--- src/rtl/softpwr_pkg.sv ---
package softpwr_pkg;
  localparam int NUM_SRC   = 4;
  localparam int SRC_RXA   = 0;
  localparam int SRC_RXB   = 1;
  localparam int SRC_BTN   = 2;
  localparam int SRC_RING  = 3;
  localparam int STAT_W    = 8;
  typedef logic [NUM_SRC-1:0] src_vec_t;
endpackage

--- src/rtl/sp_edge_sync.sv ---
module sp_edge_sync #(
  parameter int STAGES = 2
) (
  input  logic clk,
  input  logic rst,
  input  logic d_i,
  output logic fall_o
);
  // STAGES synchroniser flops plus one history flop
  logic [STAGES:0] sh_q;

  always_ff @(posedge clk) begin
    if (rst) sh_q <= '1;
    else     sh_q <= {sh_q[STAGES-1:0], d_i};
  end

  assign fall_o = sh_q[STAGES] & ~sh_q[STAGES-1];
endmodule

--- src/rtl/sp_status_reg.sv ---
module sp_status_reg
  import softpwr_pkg::*;
(
  input  logic              clk,
  input  logic              rst,
  input  src_vec_t          fall_i,
  input  logic              rd_i,
  input  src_vec_t          wake_en_i,
  output logic [STAT_W-1:0] stat_o,
  output logic              wake_o
);
  src_vec_t st_q, st_nxt;
  logic     wake_q;

  always_comb begin
    st_nxt = (rd_i ? '0 : st_q) | fall_i;
  end

  always_ff @(posedge clk) begin
    if (rst) begin
      st_q   <= '0;
      wake_q <= 1'b0;
    end else begin
      st_q   <= st_nxt;
      wake_q <= |(st_nxt & wake_en_i);
    end
  end

  assign stat_o = {{(STAT_W-NUM_SRC){1'b0}}, st_q};
  assign wake_o = wake_q;


  set_rxa_chk: assert property (@(posedge clk) disable iff (rst)
    fall_i[SRC_RXA] |=> stat_o[SRC_RXA]);

  read_clear_chk: assert property (@(posedge clk) disable iff (rst)
    rd_i |=> ((stat_o[NUM_SRC-1:0] & ~$past(fall_i)) == '0));

  wake_src_chk: assert property (@(posedge clk) disable iff (rst)
    wake_o |-> ((stat_o[SRC_RXA] | stat_o[SRC_RXB] | stat_o[SRC_RING]) == 1'b1));
endmodule

--- src/rtl/sp_off_timer.sv ---
module sp_off_timer #(
  parameter int CODE_W     = 6,
  parameter int STEP_TICKS = 500
) (
  input  logic              clk,
  input  logic              rst,
  input  logic              press_i,
  input  logic              off_en_i,
  input  logic              dly_en_i,
  input  logic [CODE_W-1:0] code_i,
  input  logic              tick_i,
  output logic              pulse_o
);
  localparam int SUB_W = (STEP_TICKS > 1) ? $clog2(STEP_TICKS) : 1;
  localparam int PER_W = CODE_W + 1;
  localparam logic [SUB_W-1:0] SUB_LAST = SUB_W'(STEP_TICKS - 1);

  logic             busy_q;
  logic [SUB_W-1:0] sub_q;
  logic [PER_W-1:0] per_q;
  logic             pulse_q;
  logic             arm;

  assign arm = press_i & off_en_i & dly_en_i;

  always_ff @(posedge clk) begin
    if (rst) begin
      busy_q  <= 1'b0;
      sub_q   <= '0;
      per_q   <= '0;
      pulse_q <= 1'b0;
    end else begin
      pulse_q <= 1'b0;
      if (!busy_q) begin
        if (arm) begin
          busy_q <= 1'b1;
          sub_q  <= '0;
          per_q  <= {1'b0, code_i} + PER_W'(1);
        end
      end else if (tick_i) begin
        if (sub_q == SUB_LAST) begin
          sub_q <= '0;
          if (per_q == PER_W'(1)) begin
            busy_q  <= 1'b0;
            pulse_q <= 1'b1;
          end else begin
            per_q <= per_q - PER_W'(1);
          end
        end else begin
          sub_q <= sub_q + SUB_W'(1);
        end
      end
    end
  end

  assign pulse_o = pulse_q;


  pulse_single_chk: assert property (@(posedge clk) disable iff (rst)
    pulse_o |=> !pulse_o);

  pulse_from_busy_chk: assert property (@(posedge clk) disable iff (rst)
    $rose(pulse_o) |-> $past(busy_q));

  arm_only_chk: assert property (@(posedge clk) disable iff (rst)
    (!busy_q && !(press_i && off_en_i && dly_en_i)) |=> !busy_q);
endmodule

--- src/rtl/softpwr_wake_latch.sv ---
module softpwr_wake_latch
  import softpwr_pkg::*;
#(
  parameter int CODE_W      = 6,
  parameter int STEP_TICKS  = 500,
  parameter int SYNC_STAGES = 2
) (
  input  logic              clk,
  input  logic              rst,
  input  logic              rxa_i,
  input  logic              rxb_i,
  input  logic              ring_n_i,
  input  logic              btn_n_i,
  input  logic              off_en_i,
  input  logic              off_dly_en_i,
  input  logic              dly_wr_i,
  input  logic [CODE_W-1:0] dly_wdata_i,
  input  logic              ms_tick_i,
  input  logic              stat_rd_i,
  input  logic              wake_en_rxa_i,
  input  logic              wake_en_rxb_i,
  input  logic              wake_en_ring_i,
  output logic [STAT_W-1:0] stat_o,
  output logic              wake_req_o,
  output logic              off_pulse_o
);
  src_vec_t raw, fall, wen;
  logic [CODE_W-1:0] code_q;

  // every source is idle high and active on its falling edge
  assign raw = {ring_n_i, btn_n_i, rxb_i, rxa_i};
  // the button never feeds the wake path
  assign wen = {wake_en_ring_i, 1'b0, wake_en_rxb_i, wake_en_rxa_i};

  for (genvar i = 0; i < NUM_SRC; i++) begin : g_sync
    sp_edge_sync #(.STAGES(SYNC_STAGES)) u_sync (
      .clk    (clk),
      .rst    (rst),
      .d_i    (raw[i]),
      .fall_o (fall[i])
    );
  end

  always_ff @(posedge clk) begin
    if (rst)           code_q <= '0;
    else if (dly_wr_i) code_q <= dly_wdata_i;
  end

  sp_status_reg u_stat (
    .clk       (clk),
    .rst       (rst),
    .fall_i    (fall),
    .rd_i      (stat_rd_i),
    .wake_en_i (wen),
    .stat_o    (stat_o),
    .wake_o    (wake_req_o)
  );

  sp_off_timer #(.CODE_W(CODE_W), .STEP_TICKS(STEP_TICKS)) u_tmr (
    .clk      (clk),
    .rst      (rst),
    .press_i  (fall[SRC_BTN]),
    .off_en_i (off_en_i),
    .dly_en_i (off_dly_en_i),
    .code_i   (code_q),
    .tick_i   (ms_tick_i),
    .pulse_o  (off_pulse_o)
  );


  code_load_chk: assert property (@(posedge clk) disable iff (rst)
    dly_wr_i |=> (code_q == $past(dly_wdata_i)));
endmodule

--- config.mk ---
export PLATFORM = sky130hd
export DESIGN_NAME = softpwr_wake_latch
export DESIGN_NICKNAME = d
export VERILOG_FILES = /design/src/rtl/softpwr_pkg.sv /design/src/rtl/sp_edge_sync.sv /design/src/rtl/sp_status_reg.sv /design/src/rtl/sp_off_timer.sv /design/src/rtl/softpwr_wake_latch.sv
export SDC_FILE = /design/constraint.sdc
export NUM_CORES = 1
export LEC_CHECK = 0
export ABC_AREA = 1
export CORE_MARGIN = 1
export CORE_UTILIZATION = 58
export DETAILED_ROUTE_END_ITERATION = 7
export GPL_ROUTABILITY_DRIVEN = 0
export PLACE_DENSITY = 0.85
export REMOVE_ABC_BUFFERS = 1
export SYNTH_ARGS = -nofsm -noshare
export SYNTH_HDL_FRONTEND = slang
export SYNTH_SLANG_ARGS = --single-unit
--- constraint.sdc ---
create_clock -name clk -period 3.95 [get_ports clk]
set_input_delay 0.5925 -clock clk [delete_from_list [all_inputs] [get_ports clk]]
set_output_delay 0.5925 -clock clk [all_outputs]
set_load 0.05 [all_outputs]
==> results_tabular.tex, run 1 <==
\begin{tabular}{lr}
\hline
Metric & Value \\
\hline
\multicolumn{2}{l}{\textbf{STA}} \\
\quad Relative slew slack & 54.9\% \\
\quad Share of the clock period used by the worst path & 52.9\% \\
\quad Number of hold-slack violations in the final timing report & 0 \\
\quad RSZ-0062 raised after global routing & no \\
\quad Final critical delay including setup and external delays & 2.09 ns \\
\quad Final-layout setup total negative slack & 0 ns \\
\quad Achievable Freq & 478 MHz \\
\quad Setup violation total in the final timing report & 0 \\
\quad Clock Skews & 0.00722 ns \\
\quad Fin. max-slew vios & 0 \\
\quad Actual transition at the worst max-transition pin & 0.675 ns \\
\multicolumn{2}{l}{\textbf{Global route}} \\
\quad Gr ovfl total & 0 \\
\quad Number of antenna violations at the first check in global routing & 0 \\
\quad First-pass GRT wire length & 6140 um \\
\quad GRT Resource Usage Total & 22.2\% \\
\quad Via count of the first global-routing pass & 1,446 \\
\quad Pin count of the biggest net entering global routing & 24 \\
\multicolumn{2}{l}{\textbf{Floorplanning}} \\
\quad Number of ports placed on the die boundary & 30 \\
\quad Core Footprint & 3340 sq um \\
\quad Chip width & 61.2 um \\
\quad Initial Util & 60.9\% \\
\quad Std cell rows & 21 \\
\quad Die extent in y & 61.2 um \\
\quad Overall die area & 3750 sq um \\
\multicolumn{2}{l}{\textbf{Clock network}} \\
\quad Clock buffer depth & 2 \\
\quad Post-CTS Setup Repair Bufs & 0 \\
\quad Root cell of the clock tree & sky130\_fd\_sc\_hd\_\_clkbuf\_4 \\
\quad Clock tree from TritonCTS & done \\
\quad Clock latency at the later pin of the worst-skew pair & 0.34 ns \\
\quad CTS H-tree depth & 2 \\
\quad Number of clock buffers inserted by TritonCTS & 5 \\
\quad Clock slew at the register clock pins of the worst setup and hold paths & 0.11 ns \\
\quad Clock sink total & 41 \\
\quad Hold bufs inserted after CTS & 0 \\
\quad Resized Gates After CTS & 0 \\
\multicolumn{2}{l}{\textbf{Critical path}} \\
\quad Worst path arrival time & 1.50 ns \\
\quad Worst setup path category & register to primary output \\
\quad Critical Path Start Type & register \\
\quad Slowest cell on the critical path & sky130\_fd\_sc\_hd\_\_clkdlybuf4s50\_1 \\
\quad Ordered list of cells on the worst path & clkdlybuf4s50\_1 \\
\quad WP buf/inv & 1 \\
\quad Worst path required time & 3.36 ns \\
\quad Largest stage delay, worst path & 0.81 ns \\
\quad Start point of the critical path & u\_stat.st\_q[1]\$\_SDFF\_PP0\_ \\
\quad Endpoint type of the worst setup path & primary output \\
\quad Worst reg2reg startpoint & u\_tmr.busy\_q\$\_SDFF\_PP0\_ \\
\quad Dominant delay contributor by cell family on the critical path & buffers and inverters \\
\quad Top fanout value on the critical path & 2 \\
\multicolumn{2}{l}{\textbf{Yosys}} \\
\quad Most frequently used cell type in the post-synthesis netlist & sky130\_fd\_sc\_hd\_\_nand2\_1 \\
\quad Top post-synthesis cells by area & sky130\_fd\_sc\_hd\_\_dfxtp\_1 (40\%), sky130\_fd\_sc\_hd\_\_nand2\_1 (9.2\%), sky130\_fd\_sc\_hd\_\_nor2\_1 (8.1\%) \\
\quad Synth unique cells & 31 \\
\quad Number of synthesized register bits & 41 \\
\quad Cell type contributing the most total cell area after synthesis & sky130\_fd\_sc\_hd\_\_dfxtp\_1 \\
\quad Synthesis Warnings & 0 \\
\quad Count of flip-flops with a built-in enable after synthesis & 0 \\
\quad Mean Syn Cell Area & 7.21 sq um \\
\quad Top cell types by occurrence after synthesis & sky130\_fd\_sc\_hd\_\_nand2\_1 (50), sky130\_fd\_sc\_hd\_\_nor2\_1 (44), sky130\_fd\_sc\_hd\_\_dfxtp\_1 (41), sky130\_fd\_sc\_hd\_\_inv\_1 (33), sky130\_fd\_sc\_hd\_\_nand3\_1 (32) \\
\quad Main synth FF type & sky130\_fd\_sc\_hd\_\_dfxtp\_1 \\
\quad Synthesized area & 2030 sq um \\
\quad Area share of the leading cell type in the synthesized netlist & 40.4\% \\
\quad Asr flop ratio synth & 0\% \\
\quad Cells after synthesis & 282 \\
\quad Share of synthesized area occupied by flip-flops and latches & 40.4\% \\
\multicolumn{2}{l}{\textbf{Hold path}} \\
\quad Min-delay src & g\_sync[3].u\_sync.sh\_q[0]\$\_SDFF\_PP1\_ \\
\quad Tightest Hold Check Type & register to register \\
\multicolumn{2}{l}{\textbf{Placed design}} \\
\quad Detailed placement HPWL & 2740 um \\
\quad Instance count after placement with tap cells included & 345 \\
\quad Number of port buffers & 25 \\
\multicolumn{2}{l}{\textbf{Detailed routing}} \\
\quad Aggregate routed wire length & 3840 um \\
\quad DRC violation total after the first TritonRoute iteration & 89 \\
\quad Average wire per cell in the routed design & 10.9 um \\
\quad Drt via density & 4.99 \\
\quad Drt first pass iters & 4 \\
\quad Detail Route Antenna Nets & 0 \\
\quad Total number of vias & 1,762 \\
\quad Drt drc & 0 \\
\multicolumn{2}{l}{\textbf{Status}} \\
\quad Result of the run & finished, final reports clean \\
\multicolumn{2}{l}{\textbf{Finish}} \\
\quad Fin cells & 353 \\
\quad Ratio of cells with drive above 1 in the final layout & 10.4\% \\
\quad Antenna diode count & 0 \\
\quad Nets & 330 \\
\quad Synth-to-layout area growth & 16.7\% \\
\multicolumn{2}{l}{\textbf{Power}} \\
\quad PD cells & 340 nW/um\^{}2 \\
\quad Total leakage power & 1.07 nW \\
\quad Maximum vdd ir drop & 0.264 mV \\
\multicolumn{2}{l}{\textbf{Flow run}} \\
\quad Reported max-cap violation count & 0 \\
\hline
\end{tabular}
==> worst paths after layout <==
path | endpoint | slack (ns) | cells past startpoint
max | stat_o[1] | 1.86 | 1
min | g_sync[3].u_sync.sh_q[1]$_SDFF_PP1_ | 0.42 | 1
max reg2reg | u_tmr.per_q[3]$_SDFFE_PP0P_ | 2.19 | 6
min reg2reg | g_sync[3].u_sync.sh_q[1]$_SDFF_PP1_ | 0.42 | 1
==> sequential cells by signal (all words and copies together) (netlist names) <==
name and cells:
u_stat.st_q 4, u_tmr.sub_q 9, u_tmr.pulse_o 1, g_sync.u_sync.sh_q 12, code_q 6, u_stat.wake_o 1, u_tmr.per_q 7, u_tmr.busy_q 1
==> kinds of logic (layout without fill, tap and decap cells) <==
| kind of cell | count (synthesis) | after routing | share of synthesized area [%] |
|---|---|---|---|
| other | 1 | 4 | 0.184 |
| xor gates and xnor gates | 5 | 5 | 2.15 |
| buffers and inverters | 46 | 68 | 9.72 |
| AOI/OAI and AO/OA | 30 | 30 | 7.82 |
| DFF | 41 | 41 | 40.4 |
| and+or+nand+nor | 155 | 155 | 37.3 |
| adders and majority gates | 4 | 4 | 2.46 |
==> report_power, final <==
part           internal (mW)  switching (mW)  leakage, nW
Sequential             0.427         0.00879        0.335
Clock                  0.151           0.130       0.0455
Combinational         0.0385          0.0506        0.685
==> routing by layer <==
metal	wire length, um	track usage, %
met1	1800	28.3
met2	1860	36.0
met3	116	4.62
met4	65	10.4
met5	0	0
==> area by class of cell <==
cell class	instances	area, sq um
Multi-Input combinational cell	198	1030
Clock buffer	7	55.1
Tap cell	46	57.6
Timing Repair Buffer	25	250
Sequential cell	41	821
Clock inverter	1	30.0
Fill cell	281	965
Inverter	35	133
==> cells in the final DEF, fill, tap and decap left out, types with 2 or more instances in the layout <==
master and instances:
sky130_fd_sc_hd__o22ai_1 3, sky130_fd_sc_hd__xnor2_1 2, sky130_fd_sc_hd__nand3_1 32, sky130_fd_sc_hd__nor2_1 44, sky130_fd_sc_hd__nand3_4 2, sky130_fd_sc_hd__o21ai_1 3
sky130_fd_sc_hd__nor2_2 2, sky130_fd_sc_hd__clkbuf_4 5, sky130_fd_sc_hd__inv_1 33, sky130_fd_sc_hd__or2_2 12, sky130_fd_sc_hd__conb_1 4, sky130_fd_sc_hd__nand4_1 3
sky130_fd_sc_hd__nand2_1 50, sky130_fd_sc_hd__a21oi_1 12, sky130_fd_sc_hd__dfxtp_1 41, sky130_fd_sc_hd__xor2_1 3, sky130_fd_sc_hd__o21ai_0 10, sky130_fd_sc_hd__ha_1 4
sky130_fd_sc_hd__clkdlybuf4s50_1 25, sky130_fd_sc_hd__nand3b_1 2, sky130_fd_sc_hd__nand2_2 3
==> metrics by stage <==
stage / hold slack (ns) / total power, mW / setup slack [ns] / cell area, sq um / utilization [%]
6_report: 0.420 / 0.806 / 1.86 / 2370 / 71.1
3_3_place_gp: 0.391 / 0.531 / 1.58 / 2290 / 68.5
4_1_cts: 0.421 / 0.810 / 1.85 / 2370 / 71.1
3_5_place_dp: 0.394 / 0.533 / 1.57 / 2290 / 68.5
2_1_floorplan: 0.389 / 0.497 / 2.61 / 1980 / -
5_1_grt: 0.442 / 0.837 / 1.78 / 2370 / 71.1
Power figures use the tool's default switching activity.
==> inputs of run 2 (changes only) <==
Settings changed: CORE_UTILIZATION 58 to 53, PLACE_DENSITY 0.85 to 0.78.
Clock period 3.95 ns to 2.2 ns, I/O delays scaled along.
==> results_tabular.tex, run 2 (synthesis gave the netlist of run 1 again) <==
\begin{tabular}{lr}
\hline
Metric & Value \\
\hline
\multicolumn{2}{l}{\textbf{Status}} \\
\quad Result of the run & finished, final reports clean \\
\multicolumn{2}{l}{\textbf{Detailed routing}} \\
\quad Aggregate routed wire length & 3780 um (-1.5\%) \\
\quad Drt drc & 0 (unchanged) \\
\quad Drt first pass iters & 4 (unchanged) \\
\quad Average wire per cell in the routed design & 10.7 um (-2.0\%) \\
\quad Total number of vias & 1,736 (-1.5\%) \\
\quad Wire length on met2 & 1670 um (-10\%) \\
\quad Wire length on met3 & 175 um (+51\%) \\
\quad DRC violation total after the first TritonRoute iteration & 124 (+39\%) \\
\quad Drt via density & 4.89 (-2.0\%) \\
\quad Highest metal used & met4 \\
\quad Detail Route Antenna Nets & 0 (unchanged) \\
\quad Wire length on met1 & 1870 um (+3.9\%) \\
\multicolumn{2}{l}{\textbf{Finish}} \\
\quad Registers with the most flip-flops & g\_sync.u\_sync.sh\_q: 12 flops, u\_tmr.sub\_q: 9 flops, u\_tmr.per\_q: 7 flops \\
\quad Max reg flops & 12 (unchanged) \\
\quad Storage element area & 821 sq um (unchanged) \\
\quad Most common cell after layout, fill and taps aside & sky130\_fd\_sc\_hd\_\_nand2\_1 \\
\quad Antenna diode count & 0 (unchanged) \\
\quad Top library cells by usage in the layout, fill and taps aside & sky130\_fd\_sc\_hd\_\_nand2\_1 (50), sky130\_fd\_sc\_hd\_\_nor2\_1 (44), sky130\_fd\_sc\_hd\_\_dfxtp\_1 (41), sky130\_fd\_sc\_hd\_\_inv\_1 (33), sky130\_fd\_sc\_hd\_\_nand3\_1 (32) \\
\quad Nets & 331 (+0.30\%) \\
\quad Number of inserted filler cells in the final layout & 341 (+21\%) \\
\quad Synth-to-layout area growth & 17.4\% \\
\quad Register name with the most flops & g\_sync.u\_sync.sh\_q \\
\quad Ratio of cells with drive above 1 in the final layout & 10.7\% (+0.33 points) \\
\quad Total area of multi-input combinational cells & 1030 sq um (unchanged) \\
\multicolumn{2}{l}{\textbf{Critical path}} \\
\quad Top fanout value on the critical path & 2 (unchanged) \\
\quad Dominant delay contributor by cell family on the critical path & buffers and inverters \\
\quad Ordered list of cells on the worst path & clkdlybuf4s50\_1 \\
\quad Worst setup path category & register to primary output \\
\quad Largest stage delay, worst path & 0.81 ns (about the same) \\
\quad Worst path required time & 1.87 ns (-1.49 ns) \\
\quad Reg2reg setup slack & 0.46 ns (-1.73 ns) \\
\quad Slowest cell on the critical path & sky130\_fd\_sc\_hd\_\_clkdlybuf4s50\_1 \\
\quad Endpoint type of the worst setup path & primary output \\
\quad Worst path arrival time & 1.43 ns (-0.07 ns) \\
\quad WP buf/inv & 1 (unchanged) \\
\quad Critical Path Start Type & register \\
\multicolumn{2}{l}{\textbf{Floorplanning}} \\
\quad Core Footprint & 3660 sq um (+9.7\%) \\
\quad Die extent in y & 63.9 um (+4.5\%) \\
\quad Number of ports placed on the die boundary & 30 (unchanged) \\
\quad Overall die area & 4090 sq um (+9.1\%) \\
\quad Std cell rows & 22 (+4.8\%) \\
\quad Initial Util & 55.5\% (-5.4 points) \\
\quad Chip width & 63.9 um (+4.5\%) \\
\multicolumn{2}{l}{\textbf{STA}} \\
\quad Clock Skews & 0.00518 ns (-0.00204 ns) \\
\quad Share of the clock period used by the worst path & 80.2\% \\
\quad Fin. max-slew vios & 0 (unchanged) \\
\quad Setup violation total in the final timing report & 0 (unchanged) \\
\quad Actual transition at the worst max-transition pin & 0.610 ns (-0.0649 ns) \\
\quad RSZ-0062 raised after global routing & no \\
\quad Relative slew slack & 59.3\% (+4.4 points) \\
\quad Final critical delay including setup and external delays & 1.76 ns \\
\quad Number of hold-slack violations in the final timing report & 0 (unchanged) \\
\quad Final-layout setup total negative slack & 0 ns (unchanged) \\
\quad Min Hold Slack & 0.415 ns (-0.00434 ns) \\
\quad Achievable Freq & 567 MHz \\
\quad Final critical-path setup slack & 0.435 ns (-1.42 ns) \\
\multicolumn{2}{l}{\textbf{Clock network}} \\
\quad CTS H-tree depth & 2 (unchanged) \\
\quad Hold bufs inserted after CTS & 0 (unchanged) \\
\quad Post-CTS Setup Repair Bufs & 0 (unchanged) \\
\quad Number of clock buffers inserted by TritonCTS & 5 (unchanged) \\
\quad Clock latency at the later pin of the worst-skew pair & 0.29 ns (-0.05 ns) \\
\quad Clock buffer depth & 2 (unchanged) \\
\quad Clock slew at the register clock pins of the worst setup and hold paths & 0.08 ns (-0.03 ns) \\
\quad Root cell of the clock tree & sky130\_fd\_sc\_hd\_\_clkbuf\_8 \\
\quad Clock tree from TritonCTS & done \\
\quad Resized Gates After CTS & 0 (unchanged) \\
\quad Clock sink total & 41 (unchanged) \\
\multicolumn{2}{l}{\textbf{Global route}} \\
\quad First-pass GRT wire length & 6670 um (+8.6\%) \\
\quad Pin count of the biggest net entering global routing & 23 (-4.2\%) \\
\quad Number of antenna violations at the first check in global routing & 0 (unchanged) \\
\quad Gr ovfl total & 0 (unchanged) \\
\quad Via count of the first global-routing pass & 1,532 (+5.9\%) \\
\quad GRT Resource Usage Total & 21.1\% (-1.2 points) \\
\multicolumn{2}{l}{\textbf{Hold path}} \\
\quad Tightest Hold Check Type & register to register \\
\multicolumn{2}{l}{\textbf{Flow run}} \\
\quad Reported max-cap violation count & 0 (unchanged) \\
\multicolumn{2}{l}{\textbf{Placed design}} \\
\quad Number of port buffers & 25 (unchanged) \\
\quad Setup WS pre-CTS & 0.375 ns (-1.20 ns) \\
\quad Detailed placement HPWL & 2620 um (-4.4\%) \\
\multicolumn{2}{l}{\textbf{Power}} \\
\quad Maximum vdd ir drop & 0.285 mV (+8.0\%) \\
\quad PD cells & 604 nW/um\^{}2 (+78\%) \\
\quad Total leakage power & 1.07 nW (+0.24\%) \\
\hline
\end{tabular}
==> run 2: area by class of cell <==
type	count	share of cell area, %
clock inverter	1	0.314
sequential	41	34.4
multi-input combinational	198	43.0
clock buffer	6	3.46
tap	48	2.52
timing repair buffer	26	10.8
inverter	35	5.56
==> run 2: metrics by stage <==
stage | area [sq um] | std cells | power [mW] | util (%)
after floorplan | 1980 | 274 | 0.892 | -
after global placement | 2300 | 348 | 0.956 | 62.7
after detailed placement | 2300 | 348 | 0.958 | 62.7
after CTS | 2390 | 355 | 1.46 | 65.2
after global routing | 2390 | 355 | 1.51 | 65.2
final | 2390 | 355 | 1.44 | 65.2
==> run 2: final timing paths <==
| kind | from | endpoint | cells past startpoint |
|---|---|---|---|
| worst max-delay path | u_stat.st_q[2]$_SDFF_PP0_ | stat_o[2] | 1 |
| worst min-delay path | g_sync[0].u_sync.sh_q[0]$_SDFF_PP1_ | g_sync[0].u_sync.sh_q[1]$_SDFF_PP1_ | 1 |
| worst max register to register | u_tmr.busy_q$_SDFF_PP0_ | u_tmr.per_q[3]$_SDFFE_PP0P_ | 6 |
| worst min register to register | g_sync[0].u_sync.sh_q[0]$_SDFF_PP1_ | g_sync[0].u_sync.sh_q[1]$_SDFF_PP1_ | 1 |
==> run 2: where the power goes <==
group / internal (mW) / switching [mW] / total, mW
logic: 0.0702 / 0.0902 / 0.160
registers: 0.765 / 0.0147 / 0.780
clock network: 0.248 / 0.253 / 0.501
==> run 2: metal layers <==
layer	track usage, %	vias to the layer above
li1	-	932
met5	0	-
met4	9.09	0
met3	6.07	5
met1	26.9	763
met2	32.8	36
==> inputs of run 3 (changes only) <==
Clock period 2.2 ns to 1.65 ns, I/O delays scaled along.
==> results_tabular.tex, run 3 (synthesis gave the netlist of run 1 again) <==
\begin{tabular}{lr}
\hline
Metric & Value \\
\hline
\multicolumn{2}{l}{\textbf{Finish}} \\
\quad Number of inserted filler cells in the final layout & 320 (-6.2\%) \\
\quad Synth-to-layout area growth & 19.8\% \\
\quad Nets & 336 (+1.5\%) \\
\quad Fin cells & 361 (+1.7\%) \\
\quad Max reg flops & 12 (unchanged) \\
\quad Most common cell after layout, fill and taps aside & sky130\_fd\_sc\_hd\_\_nand2\_1 \\
\quad Top library cells by usage in the layout, fill and taps aside & sky130\_fd\_sc\_hd\_\_nand2\_1 (50), sky130\_fd\_sc\_hd\_\_nor2\_1 (44), sky130\_fd\_sc\_hd\_\_dfxtp\_1 (41), sky130\_fd\_sc\_hd\_\_inv\_1 (33), sky130\_fd\_sc\_hd\_\_nand3\_1 (32) \\
\quad Ratio of cells with drive above 1 in the final layout & 14.1\% (+3.3 points) \\
\quad Antenna diode count & 0 (unchanged) \\
\quad Registers with the most flip-flops & g\_sync.u\_sync.sh\_q: 12 flops, u\_tmr.sub\_q: 9 flops, u\_tmr.per\_q: 7 flops \\
\quad Final standard cell area without fillers & 2440 sq um (+2.0\%) \\
\quad Register name with the most flops & g\_sync.u\_sync.sh\_q \\
\multicolumn{2}{l}{\textbf{Placed design}} \\
\quad Detailed placement HPWL & 2810 um (+7.0\%) \\
\quad Setup WS pre-CTS & 0.133 ns (-0.242 ns) \\
\quad Instance count after placement with tap cells included & 353 (+1.4\%) \\
\quad Total cell area at the placement stage & 2320 sq um (+0.98\%) \\
\quad Number of port buffers & 25 (unchanged) \\
\multicolumn{2}{l}{\textbf{Floorplanning}} \\
\quad Std cell rows & 22 (unchanged) \\
\quad Number of ports placed on the die boundary & 30 (unchanged) \\
\quad Core Footprint & 3660 sq um (unchanged) \\
\quad Chip width & 63.9 um (unchanged) \\
\quad Overall die area & 4090 sq um (unchanged) \\
\quad Initial Util & 55.5\% (unchanged) \\
\quad Die extent in y & 63.9 um (unchanged) \\
\multicolumn{2}{l}{\textbf{Critical path}} \\
\quad Worst flop-to-flop path endpoint & u\_tmr.sub\_q[2]\$\_SDFFE\_PP0P\_ \\
\quad Worst reg2reg path depth & 8 (+2) \\
\quad Worst path required time & 1.87 ns (about the same) \\
\quad Worst reg2reg startpoint & u\_tmr.sub\_q[0]\$\_SDFFE\_PP0P\_ \\
\quad Critical Path Start Type & register \\
\quad Reg2reg setup slack & 0.22 ns (-0.24 ns) \\
\quad Worst path arrival time & 1.65 ns (+0.22 ns) \\
\quad Top fanout value on the critical path & 6 (+4) \\
\quad Worst setup path category & register to register \\
\quad Start point of the critical path & u\_tmr.sub\_q[0]\$\_SDFFE\_PP0P\_ \\
\quad Endpoint type of the worst setup path & register \\
\quad Critical path endpoint & u\_tmr.sub\_q[2]\$\_SDFFE\_PP0P\_ \\
\multicolumn{2}{l}{\textbf{Power}} \\
\quad Switching power share of the total & 23.1\% (-1.7 points) \\
\quad Clock power frac & 39.8\% (+5.1 points) \\
\quad Net switching power & 0.483 mW (+35\%) \\
\quad PD cells & 859 nW/um\^{}2 (+42\%) \\
\quad Internal & 1.61 mW (+49\%) \\
\quad Maximum vdd ir drop & 0.433 mV (+52\%) \\
\quad Logic pwr share & 10.5\% (-0.6 points) \\
\quad Sequential share of power & 49.6\% (-4.5 points) \\
\quad Total leakage power & 1.12 nW (+4.7\%) \\
\multicolumn{2}{l}{\textbf{Clock network}} \\
\quad Hold bufs inserted after CTS & 0 (unchanged) \\
\quad Number of clock buffers inserted by TritonCTS & 5 (unchanged) \\
\quad Root cell of the clock tree & sky130\_fd\_sc\_hd\_\_clkbuf\_8 \\
\quad Clock sink total & 41 (unchanged) \\
\quad Clock latency at the later pin of the worst-skew pair & 0.30 ns (about the same) \\
\quad Clock buffer depth & 2 (unchanged) \\
\quad Resized Gates After CTS & 0 (unchanged) \\
\quad Clock tree from TritonCTS & done \\
\quad Clock slew at the register clock pins of the worst setup and hold paths & 0.08 ns (about the same) \\
\quad Post-CTS Setup Repair Bufs & 0 (unchanged) \\
\quad CTS H-tree depth & 2 (unchanged) \\
\multicolumn{2}{l}{\textbf{STA}} \\
\quad Achievable Freq & 700 MHz \\
\quad Final-layout setup total negative slack & 0 ns (unchanged) \\
\quad Final critical-path setup slack & 0.222 ns (-0.213 ns) \\
\quad Setup violation total in the final timing report & 0 (unchanged) \\
\quad RSZ-0062 raised after global routing & no \\
\quad Share of the clock period used by the worst path & 86.5\% \\
\quad Fin. max-slew vios & 0 (unchanged) \\
\quad Final critical delay including setup and external delays & 1.43 ns \\
\quad Clock Skews & 0.00607 ns (+0.000884 ns) \\
\quad Number of hold-slack violations in the final timing report & 0 (unchanged) \\
\multicolumn{2}{l}{\textbf{Global route}} \\
\quad Pin count of the biggest net entering global routing & 21 (-8.7\%) \\
\quad GRT Resource Usage Total & 20.8\% (-0.21 points) \\
\quad First-pass GRT wire length & 6600 um (-1.1\%) \\
\quad Number of antenna violations at the first check in global routing & 0 (unchanged) \\
\quad Gr ovfl total & 0 (unchanged) \\
\quad Via count of the first global-routing pass & 1,560 (+1.8\%) \\
\multicolumn{2}{l}{\textbf{Detailed routing}} \\
\quad Total number of vias & 1,758 (+1.3\%) \\
\quad Drt drc & 0 (unchanged) \\
\quad Drt via density & 4.87 (-0.42\%) \\
\quad Average wire per cell in the routed design & 10.8 um (+1.5\%) \\
\quad DRC violation total after the first TritonRoute iteration & 94 (-24\%) \\
\quad Detail Route Antenna Nets & 0 (unchanged) \\
\quad Drt first pass iters & 4 (unchanged) \\
\quad Aggregate routed wire length & 3910 um (+3.2\%) \\
\multicolumn{2}{l}{\textbf{Hold path}} \\
\quad Worst Hold Path Cells & 1 (unchanged) \\
\quad Tightest Hold Check Type & register to register \\
\multicolumn{2}{l}{\textbf{Status}} \\
\quad Result of the run & finished, final reports clean \\
\multicolumn{2}{l}{\textbf{Flow run}} \\
\quad Reported max-cap violation count & 0 (unchanged) \\
\hline
\end{tabular}
## run 3: changes by cell type in the layout (fill, tap and decap cells not counted)
cell,change
sky130_fd_sc_hd__bufinv_16,+1
sky130_fd_sc_hd__clkbuf_1,+1
sky130_fd_sc_hd__clkdlybuf4s50_1,-6
sky130_fd_sc_hd__clkinvlp_4,-1
sky130_fd_sc_hd__buf_4,+11
## run 3: routing by layer
layer	vias to the layer above	wire, um	track usage, %
li1	943	-	-
met1	766	1860	24.7
met2	41	1820	36.6
met3	8	165	4.29
met4	0	60	7.95
met5	-	0	0
## run 3: cell type report
| type | count | area, sq um | share of cell area (%) |
|---|---|---|---|
| clock inverter | 1 | 30.0 | 1.23 |
| inverter | 35 | 133 | 5.44 |
| clock buffer | 7 | 86.3 | 3.54 |
| sequential | 41 | 821 | 33.7 |
| tap | 48 | 60.1 | 2.47 |
| timing repair buffer | 31 | 280 | 11.5 |
| multi-input combinational | 198 | 1030 | 42.1 |
## run 3: worst min path at each step
stage,startpoint,to,slack [ns]
final,g_sync[3].u_sync.sh_q[0]$_SDFF_PP1_,g_sync[3].u_sync.sh_q[1]$_SDFF_PP1_,0.41
after global routing,g_sync[3].u_sync.sh_q[0]$_SDFF_PP1_,g_sync[3].u_sync.sh_q[1]$_SDFF_PP1_,0.43
after CTS,g_sync[1].u_sync.sh_q[0]$_SDFF_PP1_,g_sync[1].u_sync.sh_q[1]$_SDFF_PP1_,0.41
after detailed placement,g_sync[1].u_sync.sh_q[0]$_SDFF_PP1_,g_sync[1].u_sync.sh_q[1]$_SDFF_PP1_,0.39
after global placement,g_sync[0].u_sync.sh_q[0]$_SDFF_PP1_,g_sync[0].u_sync.sh_q[1]$_SDFF_PP1_,0.39
after floorplan,rst,u_tmr.busy_q$_SDFF_PP0_,0.32
## run 3: power groups by stage
stage / Combinational [mW] / Sequential [mW] / Clock (mW)
6_report: 0.220 / 1.04 / 0.834
5_1_grt: 0.246 / 1.04 / 0.889
3_5_place_dp: 0.220 / 1.06 / 0
2_1_floorplan: 0.112 / 1.08 / 0
4_1_cts: 0.222 / 1.04 / 0.849
3_3_place_gp: 0.217 / 1.06 / 0
## run 3: metrics by stage
step	hold WS [ns]	utilization (%)	power, mW
2_1_floorplan	0.317	-	1.19
3_3_place_gp	0.394	63.4	1.28
3_5_place_dp	0.394	63.4	1.28
4_1_cts	0.412	66.5	2.11
5_1_grt	0.425	66.5	2.18
6_report	0.410	66.5	2.09
## run 3: worst max-delay path: stages (launching register included)
cell	delay, ns
sky130_fd_sc_hd__dfxtp_1	0.34
sky130_fd_sc_hd__ha_1	0.23
sky130_fd_sc_hd__inv_1	0.08
sky130_fd_sc_hd__nor2_1	0.06
sky130_fd_sc_hd__nand2_2	0.11
sky130_fd_sc_hd__nor2_8	0.04
sky130_fd_sc_hd__nor2_2	0.24
sky130_fd_sc_hd__o21ai_1	0.11
sky130_fd_sc_hd__a21oi_1	0.15
